===== src/rtl/eps_pkg.sv =====
package eps_pkg;
  typedef enum logic [3:0] {
    S_IDLE,
    S_SET_RD,
    S_SET_WR,
    S_OPEN,
    S_DATA,
    S_GAP,
    S_CLR_RD,
    S_CLR_WR,
    S_CLOSE
  } eps_state_t;

  localparam int unsigned MS_COUNT = 3;
endpackage


===== src/rtl/eps_timer.sv =====
module eps_timer #(
  parameter int unsigned TICK_W = 10
) (
  input  logic              clk_i,
  input  logic              rst_ni,
  input  logic              load_i,
  input  logic [TICK_W-1:0] count_i,
  input  logic              run_i,
  input  logic              tick_i,
  output logic              expire_o
);
  logic [TICK_W-1:0] cnt_q;

  always_ff @(posedge clk_i or negedge rst_ni) begin
    if (!rst_ni) begin
      cnt_q <= '0;
    end else if (load_i) begin
      cnt_q <= count_i;
    end else if (run_i && tick_i && cnt_q != '0) begin
      cnt_q <= cnt_q - TICK_W'(1);
    end
  end

  assign expire_o = run_i && tick_i && (cnt_q == TICK_W'(1));

  AST_NO_UNDERFLOW: assert property (@(posedge clk_i) disable iff (!rst_ni)
    run_i |-> cnt_q != '0);
endmodule


===== src/rtl/eps_progress.sv =====
module eps_progress import eps_pkg::*; #(
  parameter int unsigned CNT_W = 8
) (
  input  logic                clk_i,
  input  logic                rst_ni,
  input  logic [CNT_W-1:0]    num_i,
  input  logic [CNT_W-1:0]    idx_i,
  input  logic                fire_i,
  output logic [MS_COUNT-1:0] ms_o
);
  localparam int unsigned EXT_W = CNT_W + 2;

  logic [EXT_W-1:0] num_ext, idx_ext;
  logic [EXT_W-1:0] thr [MS_COUNT];
  logic [MS_COUNT-1:0] hit;
  logic [MS_COUNT-1:0] ms_q;

  assign num_ext = EXT_W'(num_i);
  assign idx_ext = EXT_W'(idx_i);

  // thresholds at k/4 of the image, k = 1..MS_COUNT
  for (genvar k = 0; k < MS_COUNT; k++) begin : g_thr
    logic [EXT_W-1:0] scaled;
    assign scaled = num_ext * EXT_W'(k + 1);
    assign thr[k] = scaled >> 2;
    assign hit[k] = (idx_ext == thr[k]);
  end

  always_ff @(posedge clk_i or negedge rst_ni) begin
    if (!rst_ni) ms_q <= '0;
    else         ms_q <= fire_i ? hit : '0;
  end

  assign ms_o = ms_q;

  AST_MS_AFTER_FIRE: assert property (@(posedge clk_i) disable iff (!rst_ni)
    (|ms_o) |-> $past(fire_i));
endmodule


===== src/rtl/eeprom_prog_seq.sv =====
module eeprom_prog_seq import eps_pkg::*; #(
  parameter int unsigned DATA_W      = 16,
  parameter int unsigned ADDR_W      = 16,
  parameter int unsigned CNT_W       = 8,
  parameter int unsigned TICK_W      = 10,
  parameter int unsigned OPEN_TICKS  = 500,
  parameter int unsigned WORD_TICKS  = 20,
  parameter int unsigned CLOSE_TICKS = 500,
  parameter logic [ADDR_W-1:0] CTRL_ADDR = ADDR_W'(16'h0088),
  parameter int unsigned WE_BIT      = 4
) (
  input  logic                clk_i,
  input  logic                rst_ni,
  input  logic                start_i,
  input  logic [CNT_W-1:0]    num_words_i,
  input  logic [ADDR_W-1:0]   base_addr_i,
  input  logic                ms_tick_i,
  output logic [CNT_W-1:0]    src_idx_o,
  input  logic [DATA_W-1:0]   src_data_i,
  output logic                bus_req_o,
  output logic                bus_we_o,
  output logic [ADDR_W-1:0]   bus_addr_o,
  output logic [DATA_W-1:0]   bus_wdata_o,
  input  logic                bus_ack_i,
  input  logic                bus_err_i,
  input  logic [DATA_W-1:0]   bus_rdata_i,
  output logic                busy_o,
  output logic                done_o,
  output logic                err_o,
  output logic [MS_COUNT-1:0] milestone_o
);
  localparam int unsigned BYTE_STRIDE = DATA_W / 8;
  localparam logic [DATA_W-1:0] WE_MASK = DATA_W'(1) << WE_BIT;
  localparam logic [TICK_W-1:0] OPEN_CNT  = TICK_W'(OPEN_TICKS);
  localparam logic [TICK_W-1:0] WORD_CNT  = TICK_W'(WORD_TICKS);
  localparam logic [TICK_W-1:0] CLOSE_CNT = TICK_W'(CLOSE_TICKS);

  eps_state_t state_q, state_d;
  logic [CNT_W-1:0]  num_q, idx_q;
  logic [ADDR_W-1:0] base_q;
  logic [DATA_W-1:0] ctrl_q;
  logic              err_q, done_q;

  logic ack_ok, is_ctrl, is_wait;
  logic tmr_load, tmr_expire;
  logic [TICK_W-1:0] tmr_val;
  logic fire, abort, finish, data_fail;

  assign ack_ok  = bus_ack_i && !bus_err_i;
  assign is_ctrl = (state_q == S_SET_RD) || (state_q == S_SET_WR) ||
                   (state_q == S_CLR_RD) || (state_q == S_CLR_WR);
  assign is_wait = (state_q == S_OPEN) || (state_q == S_GAP) || (state_q == S_CLOSE);

  eps_timer #(.TICK_W(TICK_W)) i_timer (
    .clk_i    (clk_i),
    .rst_ni   (rst_ni),
    .load_i   (tmr_load),
    .count_i  (tmr_val),
    .run_i    (is_wait),
    .tick_i   (ms_tick_i),
    .expire_o (tmr_expire)
  );

  eps_progress #(.CNT_W(CNT_W)) i_progress (
    .clk_i  (clk_i),
    .rst_ni (rst_ni),
    .num_i  (num_q),
    .idx_i  (idx_q),
    .fire_i (fire),
    .ms_o   (milestone_o)
  );

  always_comb begin
    state_d   = state_q;
    tmr_load  = 1'b0;
    tmr_val   = '0;
    fire      = 1'b0;
    abort     = 1'b0;
    finish    = 1'b0;
    data_fail = 1'b0;
    unique case (state_q)
      S_IDLE: if (start_i) state_d = S_SET_RD;
      S_SET_RD, S_SET_WR, S_CLR_RD, S_CLR_WR: begin
        if (bus_err_i) begin
          abort   = 1'b1;
          state_d = S_IDLE;
        end else if (bus_ack_i) begin
          unique case (state_q)
            S_SET_RD: state_d = S_SET_WR;
            S_SET_WR: begin
              state_d  = S_OPEN;
              tmr_load = 1'b1;
              tmr_val  = OPEN_CNT;
            end
            S_CLR_RD: state_d = S_CLR_WR;
            default: begin
              state_d  = S_CLOSE;
              tmr_load = 1'b1;
              tmr_val  = CLOSE_CNT;
            end
          endcase
        end
      end
      S_OPEN: if (tmr_expire) state_d = (num_q == '0) ? S_CLR_RD : S_DATA;
      S_DATA: begin
        if (bus_err_i) begin
          data_fail = 1'b1;
          state_d   = S_CLR_RD;
        end else if (bus_ack_i) begin
          fire     = 1'b1;
          state_d  = S_GAP;
          tmr_load = 1'b1;
          tmr_val  = WORD_CNT;
        end
      end
      S_GAP: if (tmr_expire) state_d = (idx_q == num_q) ? S_CLR_RD : S_DATA;
      S_CLOSE: if (tmr_expire) begin
        finish  = 1'b1;
        state_d = S_IDLE;
      end
      default: state_d = S_IDLE;
    endcase
  end

  always_ff @(posedge clk_i or negedge rst_ni) begin
    if (!rst_ni) begin
      state_q <= S_IDLE;
      num_q   <= '0;
      idx_q   <= '0;
      base_q  <= '0;
      ctrl_q  <= '0;
      err_q   <= 1'b0;
      done_q  <= 1'b0;
    end else begin
      state_q <= state_d;
      done_q  <= abort || finish;
      if (state_q == S_IDLE && start_i) begin
        num_q  <= num_words_i;
        base_q <= base_addr_i;
        idx_q  <= '0;
        err_q  <= 1'b0;
      end
      if (abort || data_fail) err_q <= 1'b1;
      if (state_q == S_SET_RD && ack_ok) ctrl_q <= bus_rdata_i | WE_MASK;
      if (state_q == S_CLR_RD && ack_ok) ctrl_q <= bus_rdata_i & ~WE_MASK;
      if (fire) idx_q <= idx_q + CNT_W'(1);
    end
  end

  assign busy_o      = (state_q != S_IDLE);
  assign done_o      = done_q;
  assign err_o       = err_q;
  assign src_idx_o   = idx_q;
  assign bus_req_o   = is_ctrl || (state_q == S_DATA);
  assign bus_we_o    = (state_q == S_SET_WR) || (state_q == S_CLR_WR) || (state_q == S_DATA);
  assign bus_addr_o  = (state_q == S_DATA) ?
                       base_q + ADDR_W'(idx_q) * ADDR_W'(BYTE_STRIDE) : CTRL_ADDR;
  assign bus_wdata_o = (state_q == S_DATA) ? src_data_i : ctrl_q;

  AST_REQ_HOLD: assert property (@(posedge clk_i) disable iff (!rst_ni)
    bus_req_o && !bus_ack_i && !bus_err_i |=>
      bus_req_o && $stable(bus_addr_o) && $stable(bus_we_o));
  AST_DONE_PULSE: assert property (@(posedge clk_i) disable iff (!rst_ni)
    done_o |=> !done_o);
  AST_DONE_IDLE: assert property (@(posedge clk_i) disable iff (!rst_ni)
    done_o |-> !busy_o);
  AST_START_BUSY: assert property (@(posedge clk_i) disable iff (!rst_ni)
    start_i && !busy_o |=> busy_o);
  AST_SET_ERR_STOP: assert property (@(posedge clk_i) disable iff (!rst_ni)
    ((state_q == S_SET_RD) || (state_q == S_SET_WR)) && bus_err_i |=>
      !bus_req_o && err_o && done_o);
  AST_DATA_ERR_CLEAR: assert property (@(posedge clk_i) disable iff (!rst_ni)
    (state_q == S_DATA) && bus_err_i |=>
      bus_req_o && !bus_we_o && bus_addr_o == CTRL_ADDR && milestone_o == '0);
endmodule


===== config.mk =====
export PLATFORM = sky130hd
export DESIGN_NAME = eeprom_prog_seq
export DESIGN_NICKNAME = d
export VERILOG_FILES = /design/src/rtl/eps_pkg.sv /design/src/rtl/eps_timer.sv /design/src/rtl/eps_progress.sv /design/src/rtl/eeprom_prog_seq.sv
export SDC_FILE = /design/constraint.sdc
export NUM_CORES = 1
export LEC_CHECK = 0
export BUFFER_PORTS_ARGS = -buffer_cell sky130_fd_sc_hd__buf_2
export CORE_UTILIZATION = 40
export CTS_CLUSTER_SIZE = 25
export DETAILED_ROUTE_END_ITERATION = 7
export GPL_TIMING_DRIVEN = 0
export PLACE_DENSITY = 0.65
export SYNTH_ARGS = -nofsm -noshare
export SYNTH_HDL_FRONTEND = slang
export SYNTH_HIERARCHICAL = 1
export SYNTH_SLANG_ARGS = --single-unit

===== constraint.sdc =====
create_clock -name clk_i -period 2.6 [get_ports clk_i]
set_input_delay 0.13 -clock clk_i [delete_from_list [all_inputs] [get_ports clk_i]]
set_output_delay 0.13 -clock clk_i [all_outputs]
set_load 0.02 [all_outputs]

* Word-level counts from Yosys, hierarchy flattened
Index checks and enable logic that the tools add are counted.
** Storage, ports and cells
- Output and inout port bits :: 48
- Bits in registers :: 67
- Bits of input ports :: 62
- Logic and storage cells :: 102
** Operators by class
- Reduce and logical (&&, ||, !) cells :: 29
- Add/sub/neg operators :: 3
- Equality and inequality tests :: 19
- Muxes and demuxes :: 41
- $mul :: 1
** Operator list (number)
- 16-bit two-way mux :: 4
- 4-bit two-way mux :: 8
- 9-bit two-way mux :: 3
- 4-bit case mux with 6 select lines :: 1
- 10-bit two-way mux :: 2
- 9-bit case mux with 2 select lines :: 1
- 16-bit by 9-bit adder with 16-bit output :: 1
- 4-bit by 3-bit equality test with 1-bit output (second input constant) :: 4
- 8-bit equality test :: 2
- 8-bit two-way mux :: 2
- 1-bit two-way mux :: 13
- 4-bit case mux with 3 select lines :: 1
- 10-bit by 1-bit equality test with 1-bit output (second input constant) :: 1
- 1-bit logical OR :: 10
- 8-bit by 2-bit multiplier with 10-bit output (second input constant) :: 1
- 5-bit two-way mux :: 2
- 10-bit nonzero test :: 1
- 10-bit by 1-bit subtractor with 10-bit output (second input constant) :: 1
- 8-bit by 1-bit adder with 8-bit output (second input constant) :: 1
- 4-bit by 2-bit equality test with 1-bit output (second input constant) :: 2
- 8-bit by 6-bit equality test with 1-bit output :: 1
- 8-bit by 7-bit equality test with 1-bit output :: 1
- 8-bit zero test :: 1
- 2-bit nonzero test :: 4
- 15 further kinds :: 25

* Depth between registers and ports, before layout
- Word-level depth :: 8
- Depth in mapped cells :: 14

* Hierarchy
The synthesis kept the hierarchy.
** Modules (own cells, without submodules)
- eeprom_prog_seq :: cells each 343, seq. area each 1351.3 sq um, area an instance 3321.9 sq um, times used 1
- eps_progress :: cells each 79, seq. area each 75.1 sq um, area an instance 706.9 sq um, times used 1
- eps_timer :: cells each 74, seq. area each 250.2 sq um, area an instance 650.6 sq um, times used 1

* Least setup slack after synthesis
Ideal clock, no wire load.
- Path type :: reg-to-output
- From :: register idx_q[0], in the netlist src_idx_o[0]
- To :: output port bus_addr_o[15]
- Slack :: -0.082 ns
- Stages on the path, launching flop included :: 8
- Path buffers :: 0
- Data arrival time :: 2.552 ns
- Cell sequence :: dfrtp_1 > ha_1 > fa_1 > a211oi_2 > nor3_2 > o41ai_4 > o21ai_0 > a21oi_1
** Between the ends
- Word-level cells in the longest chain between the ends :: 2
** Ends and longest elaborated chain
- start, declared :: RTL line eeprom_prog_seq.sv:39 : logic [CNT_W-1:0] num_q, idx_q;
- start signal, assigned :: RTL line eeprom_prog_seq.sv:146 : if (fire) idx_q <= idx_q + CNT_W'(1);
- 16-bit by 9-bit adder with 16-bit output :: RTL line eeprom_prog_seq.sv:157 : base_q + ADDR_W'(idx_q) * ADDR_W'(BYTE_STRIDE) : CTRL_ADDR;
- 16-bit two-way mux :: RTL line eeprom_prog_seq.sv:156 : assign bus_addr_o = (state_q == S_DATA) ?
- end, declared :: RTL line eeprom_prog_seq.sv:22 : output logic [ADDR_W-1:0] bus_addr_o,
No other way between the ends.

* Worst setup path in the final report
- From :: register idx_q[2], in the netlist src_idx_o[2]
- To :: output port bus_addr_o[13]
The elaborated chain is that of the path after synthesis.

==> results.md <==
- Final max-slew violation count: 0
- Initial antenna violation count: 0
- Port Buf Inserts: 107
- Residual DRC count: 0
- Ant diodes: 0
- YS warnings: 6
- Reg area: 0.001693 mm²
- GRT overflow: 0
- DRT iter0 DRCs: around 260
- Sequential area share after synthesis: 35.83%
- Hold path startpoint: bus_rdata_i[12]
- Nets: 722
- Via count: 4352
- Final hold viol count: 0
- Synth cell types: 72
- Post-DRT Antenna Nets: 0
- Num CTS Buffers: 9
- Multi-input logic area: 0.003122 mm²
- Ratio of final minimum period to clock period: 104.4%
- First-pass iteration count of the detailed router: 4
- Rel. slew slack: 42.12%
- I/O pins: 110
- Syn avg cell area: 9.434 µm²
- Final Core Density: a little over half
- Overall routing resource usage: 21.14%
- Vias/cell: 5.523
- DIE AREA: 0.01214 mm²
- Clk_lat worst skew: around 0.33 ns
- Syn Inst Count: 496
- PD cells: approximately 1200 mW/mm²
- Crit. End Element: primary output
- Crit path DAT: 2.59 ns
- Max Cap Viol: 0
- Clock slew at reported path FFs: 0.06 ns
- Clk root buf: clkbuf_16
- Worst-path fanout max: 11
- Setup TNS: -0.2970 ns
- Post-synth top flop: dfrtp_1
- Final wirelength: 12.67 mm
- DP Area: 0.005416 mm²
- FF-to-FF setup slack: around 0.06 ns
- Final worst setup slack: -0.1156 ns
- Filler cell count: 1035
- Status: complete, but fails checks
- Post-synthesis sequential element count: 67
- EDFF count, synth: 0
- R2R Path End: i_progress/ms_o[2]
- Hold path depth: 2
- Worst IR drop on VDD: 0.0005076 V
- Reg-to-Reg Start: num_q[1]
- First-pass GRT wire length: 19.64 mm
- RSZ-0062 raised after global routing: yes
- Post-DP HPWL: 8.764 mm
- Fmax: about 370 MHz
- Synth area leader: dfrtp_1
- R2R cell count: 7
- Skew final: 0.006259 ns
- Core Area: 0.01142 mm²
- Hold EP: ctrl_q[12]
- Type of the worst min-delay path: primary input to flip-flop
- Fraction of registers with async set or reset after synthesis: between 90% and 100%
- Setup crit start kind: flip-flop
- Final setup fails: 3
- Req. time, crit path: 2.47 ns
- Failing checks: negative setup slack
- Finished Layout Cells: 788
- Htree depth: 3
- Crit path kind: flip-flop to primary output
- GPL Wtd Cong: 0.8314
- Fin crit period: 2.716 ns
- Die H: 110.2 µm
- Vias in the first global route: 3975
- CTS tree: yes
- Max Root-Sink Buffers: 2
- Placed instance count: 749
- Post-Syn Area: 0.004679 mm²
- Clk sink count: 67
- Initial core utilization: 40.98%
- Worst hold slack: 0.01867 ns
- Synth area leaders: dfrtp_1, mux2_2, nand2_1
- Core Rows: 39
- Largest net degree at the start of global routing: 68
- Fraction of layout cells with a size suffix above 1: 41.86%
- Pleak: 2.832 nW
- Die width: about 110 µm
- Final Cell Area: 0.006212 mm²
- Area grow syn2layout: 32.75%
- Yosys top cell area share: 35.83%
- WL/cell: 16.08 µm
- Worst slew pin tran: 0.8682 ns
## synth_stat cells, types with 4 or more instances
master and count:
a31oi_1 6, o21a_1 5, ha_1 18, and3_1 5, nor3_1 12, o31ai_1 8, a21oi_1 15, o21ai_0 26
inv_1 13, mux2_2 38, nand2_1 82, nand2b_1 5, nor2_1 21, clkbuf_1 6, a21o_1 7, xnor2_1 23
buf_2 7, nand4_1 7, nor3b_1 4, dfrtp_1 67, o211ai_1 4, nor4_1 6, and2_1 5, nand3_1 11
or4_1 6, xor2_1 15
## power breakdown
part           switching [mW]  total, mW  internal (mW)
Combinational            2.45       4.46           2.01
Clock                   0.475       1.24          0.768
Sequential              0.489       1.98           1.49
Total                    3.42       7.68           4.27
## sequential cells by signal (all words and copies together), names as in the netlist
name,cells
i_progress/ms_o,3
i_timer/cnt_q,10
src_idx_o,8
num_q,8
state_q,4
err_o,1
base_q,16
ctrl_q,16
done_o,1
## critical path, cell delays in order (launching register included)
cell and delay (ns):
dfrtp_2 0.51, ha_2 0.44, a211oi_4 0.09, nor3_4 0.24, o41ai_4 0.11, buf_4 0.16
or4_4 0.48, nand2_2 0.10, buf_6 0.11
## stage by stage
step | power (mW) | worst slack (ns)
2_1_floorplan | 4.802 | -0.008744
3_3_place_gp | 5.665 | -0.3769
3_5_place_dp | 5.798 | -0.5172
4_1_cts | 7.278 | -0.07852
5_1_grt | 8.255 | -0.2009
6_report | 7.684 | -0.1156
## cells by family after synthesis
kind of cell	synth area share (%)
flip-flops	35.83
XOR/XNOR	8.209
buffers and inverters	3.235
AO/OA/AOI/OAI	15.83
adder cells (fa/ha/maj)	5.669
multiplexers	10.03
other	0.08014
AND/OR/NAND/NOR	21.12
## cell type report
type                            instances  area share [%]
Clock buffer                           10           3.847
Tap cell                              143           2.880
Clock inverter                          6           1.047
Sequential cell                        67           27.25
Timing Repair Buffer                  130           11.88
Inverter                               14          0.8459
Buffer                                 18           1.994
Multi-Input combinational cell        400           50.25
## worst max path at each step
stage / slack (ns) / cells after the start / from / endpoint
floorplan: -0.009 / 7 / src_idx_o[0] / bus_addr_o[15]
global placement: -0.38 / 12 / state_q[2] / state_q[3]
CTS: -0.08 / 9 / src_idx_o[0] / bus_addr_o[11]
detailed placement: -0.52 / 12 / state_q[2] / state_q[3]
finish: -0.12 / 8 / src_idx_o[2] / bus_addr_o[13]
global route: -0.20 / 9 / src_idx_o[0] / bus_addr_o[11]
## routing by layer
| metal | wire length [µm] | GRT usage [%] | vias to the layer above |
|---|---|---|---|
| li1 | - | - | 2082 |
| met1 | 5592 | 28.56 | 2122 |
| met2 | 6232 | 34.69 | 139 |
| met3 | 730 | 4.292 | 9 |
| met4 | 119 | 5.169 | 0 |
| met5 | 0 | 0 | - |
## placed cells by master (no fill, tap or decap), types with 5 or more instances in the layout
| cell | count |
|---|---|
| ha_1 | 13 |
| buf_6 | 9 |
| nor4_1 | 5 |
| o21ai_0 | 22 |
| a31oi_1 | 6 |
| dfrtp_1 | 54 |
| nand4_1 | 7 |
| clkbuf_16 | 9 |
| xnor2_1 | 22 |
| nand2b_1 | 5 |
| buf_4 | 25 |
| o31ai_1 | 7 |
| xor2_1 | 15 |
| nor2_1 | 18 |
| dfrtp_2 | 13 |
| a21oi_2 | 5 |
| o21a_1 | 5 |
| nand2_1 | 79 |
| mux2_2 | 38 |
| nor3_1 | 8 |
| inv_1 | 13 |
| a21oi_1 | 9 |
| buf_2 | 107 |
| a21o_1 | 7 |
| nand3_1 | 10 |
| and3_1 | 5 |
## repair_timing
item,CTS,global route
buffers inserted,9,13
setup endpoints to repair,19,30
hold endpoints to repair,67,0
resized for setup,36,53
hold buffers,1,0
pin swaps,9,22
(Power assumes the default switching activity.)
